### config.mk
export PLATFORM = sky130hd
export DESIGN_NAME = field_interlacer
export DESIGN_NICKNAME = d
export VERILOG_FILES = /design/src/rtl/fi_pkg.sv /design/src/rtl/fi_raster_track.sv /design/src/rtl/fi_field_ctrl.sv /design/src/rtl/fi_out_stage.sv /design/src/rtl/field_interlacer.sv
export SDC_FILE = /design/constraint.sdc
export NUM_CORES = 1
export LEC_CHECK = 0
export BUFFER_PORTS_ARGS = -buffer_cell sky130_fd_sc_hd__buf_2
export CAP_MARGIN = 20
export CORE_MARGIN = 1.5
export CORE_UTILIZATION = 49
export DETAILED_ROUTE_END_ITERATION = 10
export PLACE_DENSITY = 0.81
export SLEW_MARGIN = 5
export SYNTH_ARGS = -nofsm -noshare
export SYNTH_HDL_FRONTEND = slang
export SYNTH_HIERARCHICAL = 1
export SYNTH_SLANG_ARGS = --single-unit
### constraint.sdc
create_clock -name clk_i -period 10.96 [get_ports clk_i]
set_input_delay 1.096 -clock clk_i [delete_from_list [all_inputs] [get_ports clk_i]]
set_output_delay 1.096 -clock clk_i [all_outputs]
set_load 0.05 [all_outputs]
### src/rtl/fi_pkg.sv
package fi_pkg;
  localparam int unsigned FI_PIX_W_DEF = 24;
  localparam int unsigned FI_DIM_W_DEF = 16;

  typedef enum logic {
    FIELD_ODD  = 1'b0,
    FIELD_EVEN = 1'b1
  } field_e;
endpackage

### src/rtl/fi_raster_track.sv
module fi_raster_track #(
  parameter int unsigned DIM_W = 16
) (
  input  logic             clk_i,
  input  logic             rst_ni,
  input  logic             fire_i,
  input  logic             vsync_i,
  input  logic             hsync_i,
  input  logic [DIM_W-1:0] ppl_i,
  output logic [DIM_W-1:0] col_o,
  output logic [DIM_W-1:0] row_o
);
  localparam logic [DIM_W-1:0] ONE = {{(DIM_W-1){1'b0}}, 1'b1};
  localparam logic [DIM_W-1:0] TOP = {DIM_W{1'b1}};

  logic [DIM_W-1:0] col_q, col_d;
  logic [DIM_W-1:0] row_q, row_d;
  logic [DIM_W-1:0] row_bump;
  logic [DIM_W-1:0] eff_col, eff_row, eff_row_bump;
  logic             line_end;

  always_comb begin
    row_bump = (row_q == TOP) ? row_q : row_q + ONE;
    if (vsync_i) begin
      eff_col = '0;
      eff_row = '0;
    end else if (hsync_i) begin
      eff_col = '0;
      eff_row = (col_q == '0) ? row_q : row_bump;
    end else begin
      eff_col = col_q;
      eff_row = row_q;
    end
    eff_row_bump = (eff_row == TOP) ? eff_row : eff_row + ONE;
    line_end     = (ppl_i <= ONE) || (eff_col >= ppl_i - ONE);
    col_d = col_q;
    row_d = row_q;
    if (fire_i) begin
      if (line_end) begin
        col_d = '0;
        row_d = eff_row_bump;
      end else begin
        col_d = eff_col + ONE;
        row_d = eff_row;
      end
    end
  end

  always_ff @(posedge clk_i or negedge rst_ni) begin
    if (!rst_ni) begin
      col_q <= '0;
      row_q <= '0;
    end else if (fire_i) begin
      col_q <= col_d;
      row_q <= row_d;
    end
  end

  assign col_o = eff_col;
  assign row_o = eff_row;
endmodule

### src/rtl/fi_field_ctrl.sv
module fi_field_ctrl
  import fi_pkg::*;
#(
  parameter int unsigned DIM_W = 16
) (
  input  logic             clk_i,
  input  logic             rst_ni,
  input  logic             fire_i,
  input  logic             vsync_i,
  input  logic [DIM_W-1:0] col_i,
  input  logic [DIM_W-1:0] row_i,
  input  logic [DIM_W-1:0] lpf_i,
  output logic             keep_o,
  output logic             field_o,
  output logic             first_o,
  output logic             line_start_o
);
  field_e field_q, field_d;
  field_e upcoming_q, upcoming_d;
  logic   locked_q, locked_d;
  field_e cur_field;
  logic   active, parity_hit, in_frame;

  always_comb begin
    cur_field  = vsync_i ? upcoming_q : field_q;
    active     = vsync_i | locked_q;
    parity_hit = (row_i[0] == logic'(cur_field));
    in_frame   = (row_i < lpf_i);
    keep_o     = active & parity_hit & in_frame;
    line_start_o = (col_i == '0);
    first_o    = line_start_o && (row_i == {{(DIM_W-1){1'b0}}, logic'(cur_field)});
    field_o    = logic'(cur_field);

    field_d    = field_q;
    upcoming_d = upcoming_q;
    locked_d   = locked_q;
    if (fire_i && vsync_i) begin
      field_d    = upcoming_q;
      upcoming_d = (upcoming_q == FIELD_ODD) ? FIELD_EVEN : FIELD_ODD;
      locked_d   = 1'b1;
    end
  end

  always_ff @(posedge clk_i or negedge rst_ni) begin
    if (!rst_ni) begin
      field_q    <= FIELD_ODD;
      upcoming_q <= FIELD_ODD;
      locked_q   <= 1'b0;
    end else if (fire_i) begin
      field_q    <= field_d;
      upcoming_q <= upcoming_d;
      locked_q   <= locked_d;
    end
  end
endmodule

### src/rtl/fi_out_stage.sv
module fi_out_stage #(
  parameter int unsigned W = 27
) (
  input  logic         clk_i,
  input  logic         rst_ni,
  input  logic         load_i,
  input  logic [W-1:0] word_i,
  input  logic         out_ready_i,
  output logic         out_valid_o,
  output logic [W-1:0] word_o,
  output logic         take_ok_o
);
  logic         valid_q, valid_d;
  logic [W-1:0] word_q;

  always_comb begin
    take_ok_o = ~valid_q | out_ready_i;
    if (load_i)           valid_d = 1'b1;
    else if (out_ready_i) valid_d = 1'b0;
    else                  valid_d = valid_q;
  end

  always_ff @(posedge clk_i or negedge rst_ni) begin
    if (!rst_ni) valid_q <= 1'b0;
    else         valid_q <= valid_d;
  end

  always_ff @(posedge clk_i or negedge rst_ni) begin
    if (!rst_ni)     word_q <= '0;
    else if (load_i) word_q <= word_i;
  end

  assign out_valid_o = valid_q;
  assign word_o      = word_q;
endmodule

### src/rtl/field_interlacer.sv
module field_interlacer
  import fi_pkg::*;
#(
  parameter int unsigned PIX_W = FI_PIX_W_DEF,
  parameter int unsigned DIM_W = FI_DIM_W_DEF
) (
  input  logic             clk_i,
  input  logic             rst_ni,
  input  logic [DIM_W-1:0] pix_per_line_i,
  input  logic [DIM_W-1:0] lines_per_frame_i,
  input  logic [PIX_W-1:0] in_pixel_i,
  input  logic             in_vsync_i,
  input  logic             in_hsync_i,
  input  logic             in_valid_i,
  output logic             in_ready_o,
  output logic [PIX_W-1:0] out_pixel_o,
  output logic             out_vsync_o,
  output logic             out_hsync_o,
  output logic             out_field_o,
  output logic             out_valid_o,
  input  logic             out_ready_i
);
  localparam int unsigned WORD_W = PIX_W + 3;

  logic             in_fire;
  logic [DIM_W-1:0] col, row;
  logic             keep, field, first, line_start;
  logic [WORD_W-1:0] word_in, word_out;

  assign in_fire = in_valid_i & in_ready_o;

  fi_raster_track #(.DIM_W(DIM_W)) u_track (
    .clk_i   (clk_i),
    .rst_ni  (rst_ni),
    .fire_i  (in_fire),
    .vsync_i (in_vsync_i),
    .hsync_i (in_hsync_i),
    .ppl_i   (pix_per_line_i),
    .col_o   (col),
    .row_o   (row)
  );

  fi_field_ctrl #(.DIM_W(DIM_W)) u_field (
    .clk_i        (clk_i),
    .rst_ni       (rst_ni),
    .fire_i       (in_fire),
    .vsync_i      (in_vsync_i),
    .col_i        (col),
    .row_i        (row),
    .lpf_i        (lines_per_frame_i),
    .keep_o       (keep),
    .field_o      (field),
    .first_o      (first),
    .line_start_o (line_start)
  );

  assign word_in = {in_pixel_i, first, line_start, field};

  fi_out_stage #(.W(WORD_W)) u_out (
    .clk_i       (clk_i),
    .rst_ni      (rst_ni),
    .load_i      (in_fire & keep),
    .word_i      (word_in),
    .out_ready_i (out_ready_i),
    .out_valid_o (out_valid_o),
    .word_o      (word_out),
    .take_ok_o   (in_ready_o)
  );

  assign out_pixel_o = word_out[WORD_W-1:3];
  assign out_vsync_o = word_out[2];
  assign out_hsync_o = word_out[1];
  assign out_field_o = word_out[0];
endmodule

Yosys cells after proc, flatten, opt, wreduce, memory -nomap -nowiden
Index checks and enable logic that the tools add are counted.
{ "classes": {"muxes": 13, "bitwise": 7, "div": 0, "n_lt_le_gt_ge": 3, "eq_ne": 4, "addsub": 4, "mul": 0, "n_reduce_logical": 7, "n_shift": 0} }
{ "ops": {"columns": ["op", "n"], "rows": [
  ["$mux 16", 9],
  ["$add 16x1->16 const B", 3],
  ["$eq 16x16->1 const B", 2],
  ["$logic_not 16->1", 2],
  ["$eq 16x1->1", 1],
  ["$ge 16x16->1", 1],
  ["$le 16x1->1 const B", 1],
  ["$lt 16x16->1", 1],
  ["$sub 16x1->16 const B", 1],
  ["$and 1x1->1", 4],
  ["$mux 1", 4],
  ["$logic_and 1x1->1", 2],
  ["$or 1x1->1", 2],
  ["$reduce_and 2->1", 1],
  ["$reduce_bool 2->1", 1],
  ["$eq 1x1->1", 1],
  ["$logic_or 1x1->1", 1],
  ["$not 1->1", 1]
]} }
{ "totals": {"latchBits": 0, "elab_cells": 45, "mem_count": 0, "out_inout_bits": 29, "register_bits": 63, "ram_bits": 0, "romBits": 0} }

Logic depth before layout (Yosys ltp)
Gate-level depths: netlist (run 1).
{ "depth": {"word_depth": 10, "mapped_depth": 16, "ltp_nobuf": 14} }

Hierarchy
Netlist (run 1), hierarchy kept.
{ "modules_own_cells": {"columns": ["mod", "n_inst", "cells_each", "area_each_um2"], "rows": [
  ["fi_raster_track", 1, 419, 3338.2],
  ["fi_out_stage", 1, 60, 1139.8],
  ["fi_field_ctrl", 1, 75, 634.4],
  ["field_interlacer", 1, 2, 12.5]
]} }

Worst setup path after synthesis (run 1)
No wires, ideal clock.
{ "synth_timing": {"path_kind": "input port to flip-flop", "startpoint": "input port in_hsync_i", "endpoint": "register u_out.word_q[10] (netlist: u_out/word_o[10])", "n_path_buf": 3, "required_ns": 10.835, "setup_time_ns": 0.125, "arrival_time_ns": 4.429, "setup_slack_ns": 6.406, "stages": 15, "cell_sequence": "clkbuf_1 -> o41ai_4 -> nor4b_1 -> mux2i_1 -> inv_1 -> ha_1 -> nand2_1 -> a211oi_1 -> a2111oi_4 -> o41ai_2 -> a21oi_2 -> and3_1 -> buf_6 -> buf_12 -> mux2_4"} }
{ "synth_via": {"word_cells_on_any_way": 7, "classes_between": "1 x order compare; 1 x eq/ne; 2 x mux; 3 x bitwise"} }
{ "synth_rtl": {"columns": ["item", "line_no", "rtl"], "rows": [
  ["start: declaration", "field_interlacer.sv:13", "input logic in_hsync_i,"],
  ["$mux 16", "fi_raster_track.sv:27", "end else if (hsync_i) begin"],
  ["$mux 16", "fi_raster_track.sv:24", "if (vsync_i) begin"],
  ["via row[8]", "field_interlacer.sv:26", "logic [DIM_W-1:0] col, row;"],
  ["$lt 16x16->1", "fi_field_ctrl.sv:28", "in_frame = (row_i < lpf_i);"],
  ["$and 1x1->1", "fi_field_ctrl.sv:29", "keep_o = active & parity_hit & in_frame;"],
  ["via keep", "field_interlacer.sv:27", "logic keep, field, first, line_start;"],
  ["$and 1x1->1", "field_interlacer.sv:62", ".load_i (in_fire & keep),"],
  ["end signal: assignment", "fi_out_stage.sv:30", "else if (load_i) word_q <= word_i;"],
  ["end: declaration", "fi_out_stage.sv:14", "logic [W-1:0] word_q;"]
]} }
The timed path passes the listed nets, and every way through them passes these cells.
A chain may end at the register's enable or synchronous reset.

Final worst setup path (run 1)
{ "layout_timing": {"startpoint": "register u_track.row_q[0]", "endpoint": "register u_out.word_q[26] (netlist: u_out/word_o[26])"} }
{ "layout_via": {"word_cells_on_any_way": 11, "classes_between": "1 x add/sub; 1 x order compare; 2 x eq/ne; 4 x mux; 3 x bitwise"} }
{ "layout_rtl": {"columns": ["item", "line_no", "rtl"], "rows": [
  ["start: declaration", "fi_raster_track.sv:17", "logic [DIM_W-1:0] row_q, row_d;"],
  ["start signal: assignment", "fi_raster_track.sv:55", "row_q <= row_d;"],
  ["$add 16x1->16 or $eq 16x16->1 (tied branches)", "fi_raster_track.sv:23", "row_bump = (row_q == TOP) ? row_q : row_q + ONE;"],
  ["$mux 16 *", "fi_raster_track.sv:23", null],
  ["$mux 16 *", "fi_raster_track.sv:29", "eff_row = (col_q == '0) ? row_q : row_bump;"],
  ["$mux 16 *", "fi_raster_track.sv:27", null],
  ["$mux 16 *", "fi_raster_track.sv:24", null],
  ["via row[9]", "field_interlacer.sv:26", null],
  ["$lt 16x16->1 *", "fi_field_ctrl.sv:28", null],
  ["$and 1x1->1 *", "fi_field_ctrl.sv:29", null],
  ["via keep", "field_interlacer.sv:27", null],
  ["$and 1x1->1 *", "field_interlacer.sv:62", null]
]} }
The timed path passes the listed nets; every way through them passes the cells marked *.

==> metrics.txt, run 1 <==
Synth cell types 71; Clock Pin Slew Worst Setup and Hold Paths around 0.08 ns; cell with the most instances after synthesis dfrtp_1; number of placement rows 37; post-CTS setup repair buffer count 0; total number of H-tree levels 3; P per Cell Area slightly above 200 nW/um2; filler-free cell count of the finished design 781; half-perimeter wire length of the detailed placement result 9600 um; slack of the critical path 5.98 ns; headroom to the max-slew limit 0.416; hold path depth 1; Resized Gates After CTS 0; share of synthesized area occupied by flip-flops and latches 0.308; netlist area before placement 5120 um2; number of antenna violations at the first check in global routing 0; clock tree from TritonCTS built; Antenna diodes 0; via count 4,692; number of design rule violations left after detail routing 0; post-synth net total about 650; Critical Path End Type register; hold-fix buffers at CTS 0; clock period minus worst slack between 4 and 5 ns; crit path max-delay cell type nor4_2; final hold vios 0; data arrival time at the worst-slack endpoint 5.21 ns; area occupied by registers between 1500 and 2000 um2; setup TNS after final layout 0 ns; highest fanout seen on the critical path 28; floorplan die area 11,100 um2; DP Cell Count 765; synthesized netlist cell count between 500 and 600; ordered cell list for the critical path ha_1, nand3_1, nor4_2, a2111oi_0, xnor2_1, nor2_1, ha_1, nand3_1, a211oi_1, a2111oi_4, o41ai_2, a21oi_2, and3_1, buf_4, mux2_2; synth-to-layout area growth 14.8%; portion of the clock cycle consumed by the worst path in the final layout 0.454; fraction of the core area covered by cells at the end of the flow 0.575; transition at the pin with the smallest max-transition slack 0.869 ns; final routed wirelength across all metal layers 12,800 um; effective utilization at floorplan 0.501; core footprint 10,200 um2; maximum clock skew at final layout roughly 0.013 ns; kind of critical path register to register; clock buffer depth 2; DRC violation total after the first TritonRoute iteration 459; run status completed; share of Yosys cell area claimed by the top area cell type 0.308; number of ports placed on the die boundary slightly above 90; class of the tightest hold or removal check register to register; upper clock frequency limit 201 MHz; floorplan die height 105 um; number of global-route vias before repair approximately 4,600; layout cells sized above 1 0.243; clock sink total 63; via count normalized by instance count around 6.0; wire length of the first global-routing pass 21,400 um; buffer cell driving the clock tree root clkbuf_8; pin count of the biggest net entering global routing 64; ys flop type dfrtp_1; Seq cells post-synth 63; number of I/O port buffers 90; Leak Pwr 0.00267 uW; Setup WS pre-CTS 6.01 ns; residual antenna-violating net count after detailed routing 0; Max-Cap Viols 0; die width 105 um; data required time at the worst endpoint around 11 ns; VDD IR-drop max 0.000158 V; combined global-route utilization of all metal layers 0.234; layout net count 738; count of yosys warnings during synthesis 6; footprint of the multi-input gates 3310 um2; worst-skew pair later-pin latency 0.34 ns; slowest stage delay, CP 0.83 ns; detailed-routing iteration count for the pre-antenna-repair pass 5; Max Transition Viols Final 0; remaining global-route overflow 0; library cell occupying the most area in the post-synthesis netlist dfrtp_1; list of most frequent post-synthesis cells 63 x dfrtp_1, 49 x nor2_1, 36 x ha_1, 33 x nand2_1, 31 x inv_1; number of buffers created by CTS 9; number of enable flip-flop cells after synthesis 0; Synth area leaders dfrtp_1 31%, ha_1 8.8%, mux2_4 5.6%; launching element type of the critical path register; Routed WL per cell 16.4 um; share of synthesized flip-flops with an asynchronous set or reset 1.00; Final Setup Violations 0; worst-case reg-to-reg path depth 15; fill cell count 882; gpl congestion between 0.9 and 1; average size of a mapped cell 9.22 um2; RSZ-0062 raised after global routing false
==> critical path: cells and delay by family (launching register included) <==
| kind | cells | cell delay [ns] |
|---|---|---|
| AND/OR/NAND/NOR | 5 | 1.52 |
| adder cells (fa/ha/maj) | 2 | 0.63 |
| buffers and inverters | 1 | 0.38 |
| AO/OA/AOI/OAI | 5 | 1.03 |
| XOR/XNOR | 1 | 0.44 |
| flip-flops | 1 | 0.45 |
| multiplexers | 1 | 0.39 |
==> cells by family after synthesis <==
logic type / after synthesis / synth area share
fa+ha+maj: 36 / 0.0879
xor+xnor: 28 / 0.0479
simple gates: 233 / 0.254
flops: 63 / 0.308
compound gates: 103 / 0.156
buf+inv: 53 / 0.0474
mux: 40 / 0.0999
==> per-layer routing <==
layer | routed length, um | share of wire | global-route usage
met5 | 0 | 0 | 0
met1 | 5580 | 0.44 | 0.303
met2 | 6390 | 0.50 | 0.406
met3 | 634 | 0.049 | 0.0223
met4 | 209 | 0.016 | 0.0802
==> state kept, by name, indices dropped and copies added, names as in the netlist <==
register,flops
u_out/word_o,27
u_track/col_q,16
u_track/row_q,16
u_field/field_q,1
u_field/locked_q,1
u_field/upcoming_q,1
u_out/out_valid_o,1
==> per-stage QoR <==
step / total power [uW] / hold slack (ns) / area, um2
finish: 1190 / 0.493 / 5880
global route: 1250 / 0.523 / 5880
CTS: 1190 / 0.490 / 5880
detailed placement: 953 / 0.470 / 5650
global placement: 933 / 0.461 / 5650
floorplan: 826 / 0.435 / 5120
==> report_power, final <==
group / total (uW) / switching, uW / internal, uW / leakage [uW]
sequential: 369 / 62.9 / 306 / 0.000782
clock: 234 / 98.8 / 135 / 0.000105
combinational: 585 / 379 / 206 / 0.00178
total: 1190 / 541 / 647 / 0.00267
==> layout make-up <==
class | count | area share
multi-input combinational | 440 | 0.562
tap | 136 | 0.0289
sequential | 63 | 0.268
timing repair buffer | 94 | 0.0817
inverter | 32 | 0.0204
clock inverter | 6 | 0.0155
clock buffer | 10 | 0.0234
==> final timing paths <==
path	slack, ns	startpoint	to
min	0.49	u_field/locked_q	u_field/locked_q
min in group asynchronous	0.92	rst_ni	u_out/word_o[7]
min reg2reg	0.49	u_field/locked_q	u_field/locked_q
max	5.98	u_track/row_q[0]	u_out/word_o[26]
max in group asynchronous	9.52	rst_ni	u_track/col_q[7]
max reg2reg	5.98	u_track/row_q[0]	u_out/word_o[26]
==> layout by cell type, fill, tap and decap left out, types with 13 or more instances in the layout <==
master / netlist / layout
buf_2: 3 / 90
dfrtp_1: 63 / 63
nor2_1: 49 / 49
ha_1: 36 / 36
nand2_1: 33 / 33
inv_1: 31 / 31
nor4_1: 21 / 21
xnor2_1: 19 / 19
mux2_4: 19 / 19
nor3_1: 19 / 19
nand3_1: 17 / 17
a21oi_1: 15 / 15
o21ai_0: 13 / 13
or4_1: 13 / 13
nand4_1: 13 / 13
(Power assumes the default switching activity.)
==> run 2, diff against run 1 <==
--- a/config.mk
+++ b/config.mk
@@ -5,6 +5,7 @@
 export SDC_FILE = /design/constraint.sdc
 export NUM_CORES = 1
 export LEC_CHECK = 0
+export ABC_AREA = 1
 export BUFFER_PORTS_ARGS = -buffer_cell sky130_fd_sc_hd__buf_2
 export CAP_MARGIN = 20
 export CORE_MARGIN = 1.5
==> constraint.sdc (replaced) <==
create_clock -name clk_i -period 4.67 [get_ports clk_i]
set_input_delay 0.467 -clock clk_i [delete_from_list [all_inputs] [get_ports clk_i]]
set_output_delay 0.467 -clock clk_i [all_outputs]
set_load 0.05 [all_outputs]
==> metrics.txt, run 2 <==
half-perimeter wire length of the detailed placement result 9780 um; power share of the clock group 0.211; floorplan die area around 12,000 um2; most frequent standard cell in the layout excluding fill and tap cells nand2_1; hold-critical path endpoint u_out/word_o[11]; Max Transition Viols Final 0; wire length of the first global-routing pass 21,200 um; layout cells sized above 1 0.194; post-CTS setup repair buffer count 0; netlist area before placement approximately 5400 um2; max reg flops 27; post-synth net total 907; hold_sp in_pixel_i[8]; share of Yosys cell area claimed by the top area cell type 0.290; DP Cell Count 1,029; average size of a mapped cell ~6.7 um2; proportion of power drawn by combinational gates 0.450; Leak Pwr 0.00324 uW; worst-skew pair later-pin latency 0.35 ns; switching portion of total power 0.481; share of synthesized area occupied by flip-flops and latches 0.290; clock tree from TritonCTS built; maximum clock skew at final layout between 0.01 and 0.015 ns; area occupied by registers 1580 um2; Routed WL per cell around 12 um; VDD IR-drop max 0.000312 V; filler-free cell count of the finished design roughly 1,000; clock period minus worst slack 3.96 ns; start of the worst register-to-register path u_track/col_q[13]; Clock Pin Slew Worst Setup and Hold Paths 0.08 ns; pin count of the biggest net entering global routing 62; via count normalized by instance count about 5; clock sink total 63; data arrival time at the worst-slack endpoint 4.21 ns; Synth area leaders dfrtp_1 29%, nand2_1 18%, ha_1 8.3%; setup TNS after final layout 0 ns; highest fanout seen on the critical path 9; Resized Gates After CTS 0; transition at the pin with the smallest max-transition slack 0.765 ns; number of design rule violations left after detail routing 0; count of yosys warnings during synthesis 6; portion of the clock cycle consumed by the worst path in the final layout 0.848; headroom to the max-slew limit 0.490; Synth cell types 42; class of the tightest hold or removal check input pin to register; effective utilization at floorplan 0.501; hold path depth 3; via count about 5,300; Max-Cap Viols 0; final routed wirelength across all metal layers 12,800 um; Seq cells post-synth 63; list of most frequent post-synthesis cells 267 x nand2_1, 99 x inv_1, 80 x nor2_1, 63 x dfrtp_1, 49 x nand3_1; footprint of the multi-input gates 3340 um2; library cell occupying the most area in the post-synthesis netlist dfrtp_1; fill cell count 1,023; crit path max-delay cell type nor2_1; P per Cell Area 363 nW/um2; number of global-route vias before repair 4,824; Worst path most repeated cell inv_1; slowest stage delay, CP 0.41 ns; detailed-routing iteration count for the pre-antenna-repair pass 5; upper clock frequency limit roughly 250 MHz; ys flop type dfrtp_1; data required time at the worst endpoint 4.92 ns; run status completed; switching power summed over all nets approximately 1100 uW; number of antenna violations at the first check in global routing 0; core footprint roughly 11,000 um2; total number of H-tree levels 3; Int Pwr 1170 uW; combined global-route utilization of all metal layers 0.224; launching element type of the critical path input pin; R2R Path End u_out/word_o[14]; RSZ-0062 raised after global routing false; ordered cell list for the critical path buf_2, nor2_1, nand2_1, nor3_1, nand3_1, or3_1, nor3_1, nand3_1, xnor2_1, inv_1, ha_1, nand2_1, inv_1, nand3_1, inv_1, a21oi_1, nand3_1, nor2_1, buf_4, inv_1, nor2_1, inv_1, o22ai_1; gpl congestion 0.891; die width 108 um; synth-to-layout area growth 14.1%; number of I/O port buffers 90; top library cells by usage in the layout, fill and taps aside 267 x nand2_1, 99 x inv_1, 90 x buf_2; worst-case reg-to-reg path depth 20; kind of critical path input pin to register; Antenna diodes 0; final hold vios 0; number of enable flip-flop cells after synthesis 0; residual antenna-violating net count after detailed routing 0; Final Setup Violations 0; cell with the most instances after synthesis nand2_1; share of synthesized flip-flops with an asynchronous set or reset 1.00; DRC violation total after the first TritonRoute iteration 332; Critical Path End Type register; number of buffers created by CTS 9; clock buffer depth 2; hold-fix buffers at CTS 1; number of placement rows 38; synthesized netlist cell count 809; slack of the worst reg-to-reg path approximately 1.2 ns; floorplan die height 108 um; number of ports placed on the die boundary 91; buffer cell driving the clock tree root clkbuf_8; remaining global-route overflow 0; layout net count 999; part of the power in registers 0.339
[run 2: changes by cell type after synthesis, moves of 10 or more]
cell,change
nand2_1,+234
inv_1,+68
nand3_1,+32
nor2_1,+31
nor2_2,+23
mux2_4,-19
nor4_1,-18
or4_1,-13
and2_1,-12
mux2_2,-12
nor2b_1,-12
nor3_1,-10
[run 2: worst max-delay path: cells and delay by family]
kind,cells,cell delay (ns)
AO/OA/AOI/OAI,2,0.32
XOR/XNOR,1,0.16
AND/OR/NAND/NOR,12,2.21
buffers and inverters,7,0.76
adder cells (fa/ha/maj),1,0.28
[run 2: power by group through the flow]
| stage | clock network (uW) | registers (uW) | logic [uW] |
|---|---|---|---|
| after floorplan | 0 | 1160 | 373 |
| after global placement | 0 | 766 | 995 |
| after detailed placement | 0 | 769 | 1010 |
| after CTS | 483 | 760 | 1020 |
| after global routing | 510 | 777 | 1100 |
| final | 474 | 761 | 1010 |
[run 2: final cells by class]
cell class	instances	share of cell area
Clock buffer	10	0.0206
Clock inverter	6	0.00989
Inverter	107	0.0660
Multi-Input combinational cell	623	0.539
Sequential cell	63	0.254
Tap cell	140	0.0283
Timing Repair Buffer	97	0.0816
[run 2: cells by family (layout without fill, tap and decap cells)]
| kind of cell | Yosys count | in the layout | share of synthesized area |
|---|---|---|---|
| simple gates | 494 | 494 | 0.423 |
| buf+inv | 123 | 220 | 0.0946 |
| compound gates | 68 | 68 | 0.0695 |
| flops | 63 | 63 | 0.290 |
| fa+ha+maj | 36 | 36 | 0.0829 |
| xor+xnor | 25 | 25 | 0.0403 |
[run 2: how the worst max path moves through the flow]
stage | from | slack, ns | end | depth (start not counted)
2_1_floorplan | pix_per_line_i[2] | 1.0 | u_track/col_q[12] | 21
3_3_place_gp | pix_per_line_i[2] | 0.57 | u_track/col_q[12] | 23
3_5_place_dp | pix_per_line_i[2] | 0.32 | u_track/col_q[3] | 23
4_1_cts | pix_per_line_i[2] | 0.69 | u_track/col_q[8] | 23
5_1_grt | pix_per_line_i[2] | 0.22 | u_track/col_q[12] | 23
6_report | pix_per_line_i[2] | 0.71 | u_track/col_q[8] | 23
[run 2: layer usage]
metal  part of all wire  track usage
met1               0.45        0.284
met2               0.48        0.384
met3              0.043       0.0319
met4              0.023       0.0912
met5                  0            0
[run 2: per-stage QoR]
stage / total power (uW) / setup slack [ns] / hold slack, ns / util / cell area (um2)
3_5_place_dp: 1780 / 0.323 / 0.266 / 0.553 / 6000
5_1_grt: 2380 / 0.220 / 0.314 / 0.572 / 6200
2_1_floorplan: 1540 / 1.00 / 0.171 / - / 5430
4_1_cts: 2260 / 0.689 / 0.300 / 0.572 / 6200
6_report: 2250 / 0.711 / 0.315 / 0.572 / 6200
3_3_place_gp: 1760 / 0.569 / 0.267 / 0.553 / 6000
==> run 3, diff against run 2 <==
==> constraint.sdc (replaced) <==
create_clock -name clk_i -period 4 [get_ports clk_i]
set_input_delay 0.4 -clock clk_i [delete_from_list [all_inputs] [get_ports clk_i]]
set_output_delay 0.4 -clock clk_i [all_outputs]
set_load 0.05 [all_outputs]
==> metrics.txt, run 3 (synthesis gave the netlist of run 2 again) <==
total number of H-tree levels 3; data required time at the worst endpoint 4.29 ns; via count roughly 5,300; setup TNS after final layout 0 ns; data arrival time at the worst-slack endpoint 3.81 ns; transition at the pin with the smallest max-transition slack 0.591 ns; clock buffer depth 2; number of buffers created by CTS 9; Clock Pin Slew Worst Setup and Hold Paths 0.08 ns; number of I/O port buffers 90; capturing instance or port of the critical path u_out/word_o[20]; clock tree from TritonCTS built; floorplan die area about 12,000 um2; class of the tightest hold or removal check input pin to register; global routing met2 resource utilization 0.402; Final Setup Violations 0; P per Cell Area 412 nW/um2; buffer cell driving the clock tree root clkbuf_8; number of antenna violations at the first check in global routing 0; run status completed; number of global-route vias before repair 4,838; Placed Instance Area 6010 um2; floorplan die height about 110 um; start of the worst register-to-register path u_track/col_q[13]; final hold vios 0; R2R Path End u_out/word_o[20]; busiest metal layer after global routing met2; final routed wirelength across all metal layers 12,700 um; most frequent standard cell in the layout excluding fill and tap cells nand2_1; Final Cell Area 6210 um2; residual antenna-violating net count after detailed routing 0; Leak Pwr 0.00325 uW; portion of the clock cycle consumed by the worst path in the final layout 0.881; total power consumption of the routed design 2560 uW; combined global-route utilization of all metal layers 0.226; layout cells sized above 1 0.198; number of design rule violations left after detail routing 0; clock period minus worst slack between 3 and 4 ns; clock sink total 63; headroom to the max-slew limit 0.604; Critical Path End Type register; DRC violation total after the first TritonRoute iteration 309; upper clock frequency limit 284 MHz; slack of the worst reg-to-reg path 0.48 ns; Routed WL per cell 12.1 um; post-CTS setup repair buffer count 0; RSZ-0062 raised after global routing false; maximum clock skew at final layout 0.0127 ns; die width about 110 um; worst-case reg-to-reg path depth 19; via count normalized by instance count roughly 5.0; effective utilization at floorplan 0.501; gpl congestion 0.872; max reg flops 27; launch point of the critical path u_track/col_q[13]; worst-skew pair later-pin latency 0.34 ns; wire length of the first global-routing pass 21,300 um; number of placement rows 38; VDD IR-drop max 0.000304 V; Max-Cap Viols 0; synth-to-layout area growth 14.3%; Antenna diodes 0; launching element type of the critical path register; highest fanout seen on the critical path 15; fraction of met1 tracks used by global routing 0.284; GR Layer Usage met3 0.0325; layout net count between 1,000 and 1,500; Max Transition Viols Final 0; detailed-routing iteration count for the pre-antenna-repair pass 5; top library cells by usage in the layout, fill and taps aside 267 x nand2_1, 99 x inv_1, 90 x buf_2; core footprint 10,800 um2; number of ports placed on the die boundary between 90 and 100; pin count of the biggest net entering global routing 46; remaining global-route overflow 0; half-perimeter wire length of the detailed placement result 9900 um; kind of critical path register to register
run 3: cell types whose count changed in the layout (fill, tap and decap cells not counted):
cell	before	now
inv_6	0	1
buf_12	0	1
nor2_1	80	79
clkbuf_1	1	0
buf_4	6	7
bufinv_16	1	0
nor2_2	23	24
clkinv_4	1	2
run 3: per-layer routing:
metal	wire, um	vias up
met2	6340	129
li1	-	2767
met4	182	0
met3	535	13
met1	5650	2377
met5	0	-
run 3: worst max-delay path, stage by stage, from the launching register on:
cell and delay (ns):
dfrtp_1 0.41, nor2_1 0.13, nand2_1 0.08, nor2_1 0.16, nand2_2 0.23, a21oi_1 0.27, nand3_1 0.10, nand2_1 0.20
inv_1 0.13, ha_1 0.33, a21oi_1 0.15, o21ai_0 0.10, nor2_1 0.13, nand3_1 0.09, a21oi_1 0.11, inv_1 0.06
nor2_2 0.34, buf_4 0.27, nand2_1 0.07, nand2_1 0.07
run 3: layout make-up:
class / count / area (um2)
Multi-Input combinational cell: 623 / 3350
Inverter: 107 / 409
Fill cell: 1056 / 4630
Clock inverter: 7 / 48.8
Sequential cell: 63 / 1580
Clock buffer: 9 / 124
Tap cell: 140 / 175
Timing Repair Buffer: 99 / 533
run 3: through the flow:
stage / setup WS [ns] / cells / hold slack (ns) / utilization
after detailed placement: 0.0282 / 1030 / 0.453 / 0.554
after global placement: 0.154 / 1030 / 0.441 / 0.554
after floorplan: 0.397 / 809 / 0.104 / -
after CTS: 0.386 / 1046 / 0.235 / 0.570
final: 0.476 / 1048 / 0.252 / 0.573
after global routing: 0.0590 / 1048 / 0.247 / 0.573
run 3: worst min-delay path by stage:
stage	cells past startpoint	endpoint	startpoint
2_1_floorplan	0	u_field/field_q	rst_ni
3_3_place_gp	2	u_field/locked_q	u_field/locked_q
3_5_place_dp	2	u_field/locked_q	u_field/locked_q
4_1_cts	3	u_out/word_o[17]	in_pixel_i[14]
5_1_grt	3	u_out/word_o[24]	in_pixel_i[21]
6_report	3	u_out/word_o[13]	in_pixel_i[10]
run 3: report_power, final:
part / switching [uW] / total [uW] / internal [uW]
logic: 896 / 1180 / 283
clock network: 266 / 491 / 225
registers: 90.9 / 888 / 797
run 3: timing repair:
item	4_1_cts	5_1_grt
endpoints found under the hold margin	0	13
hold buffers	0	1
gates resized for setup	0	1
endpoints found under the setup margin	0	9
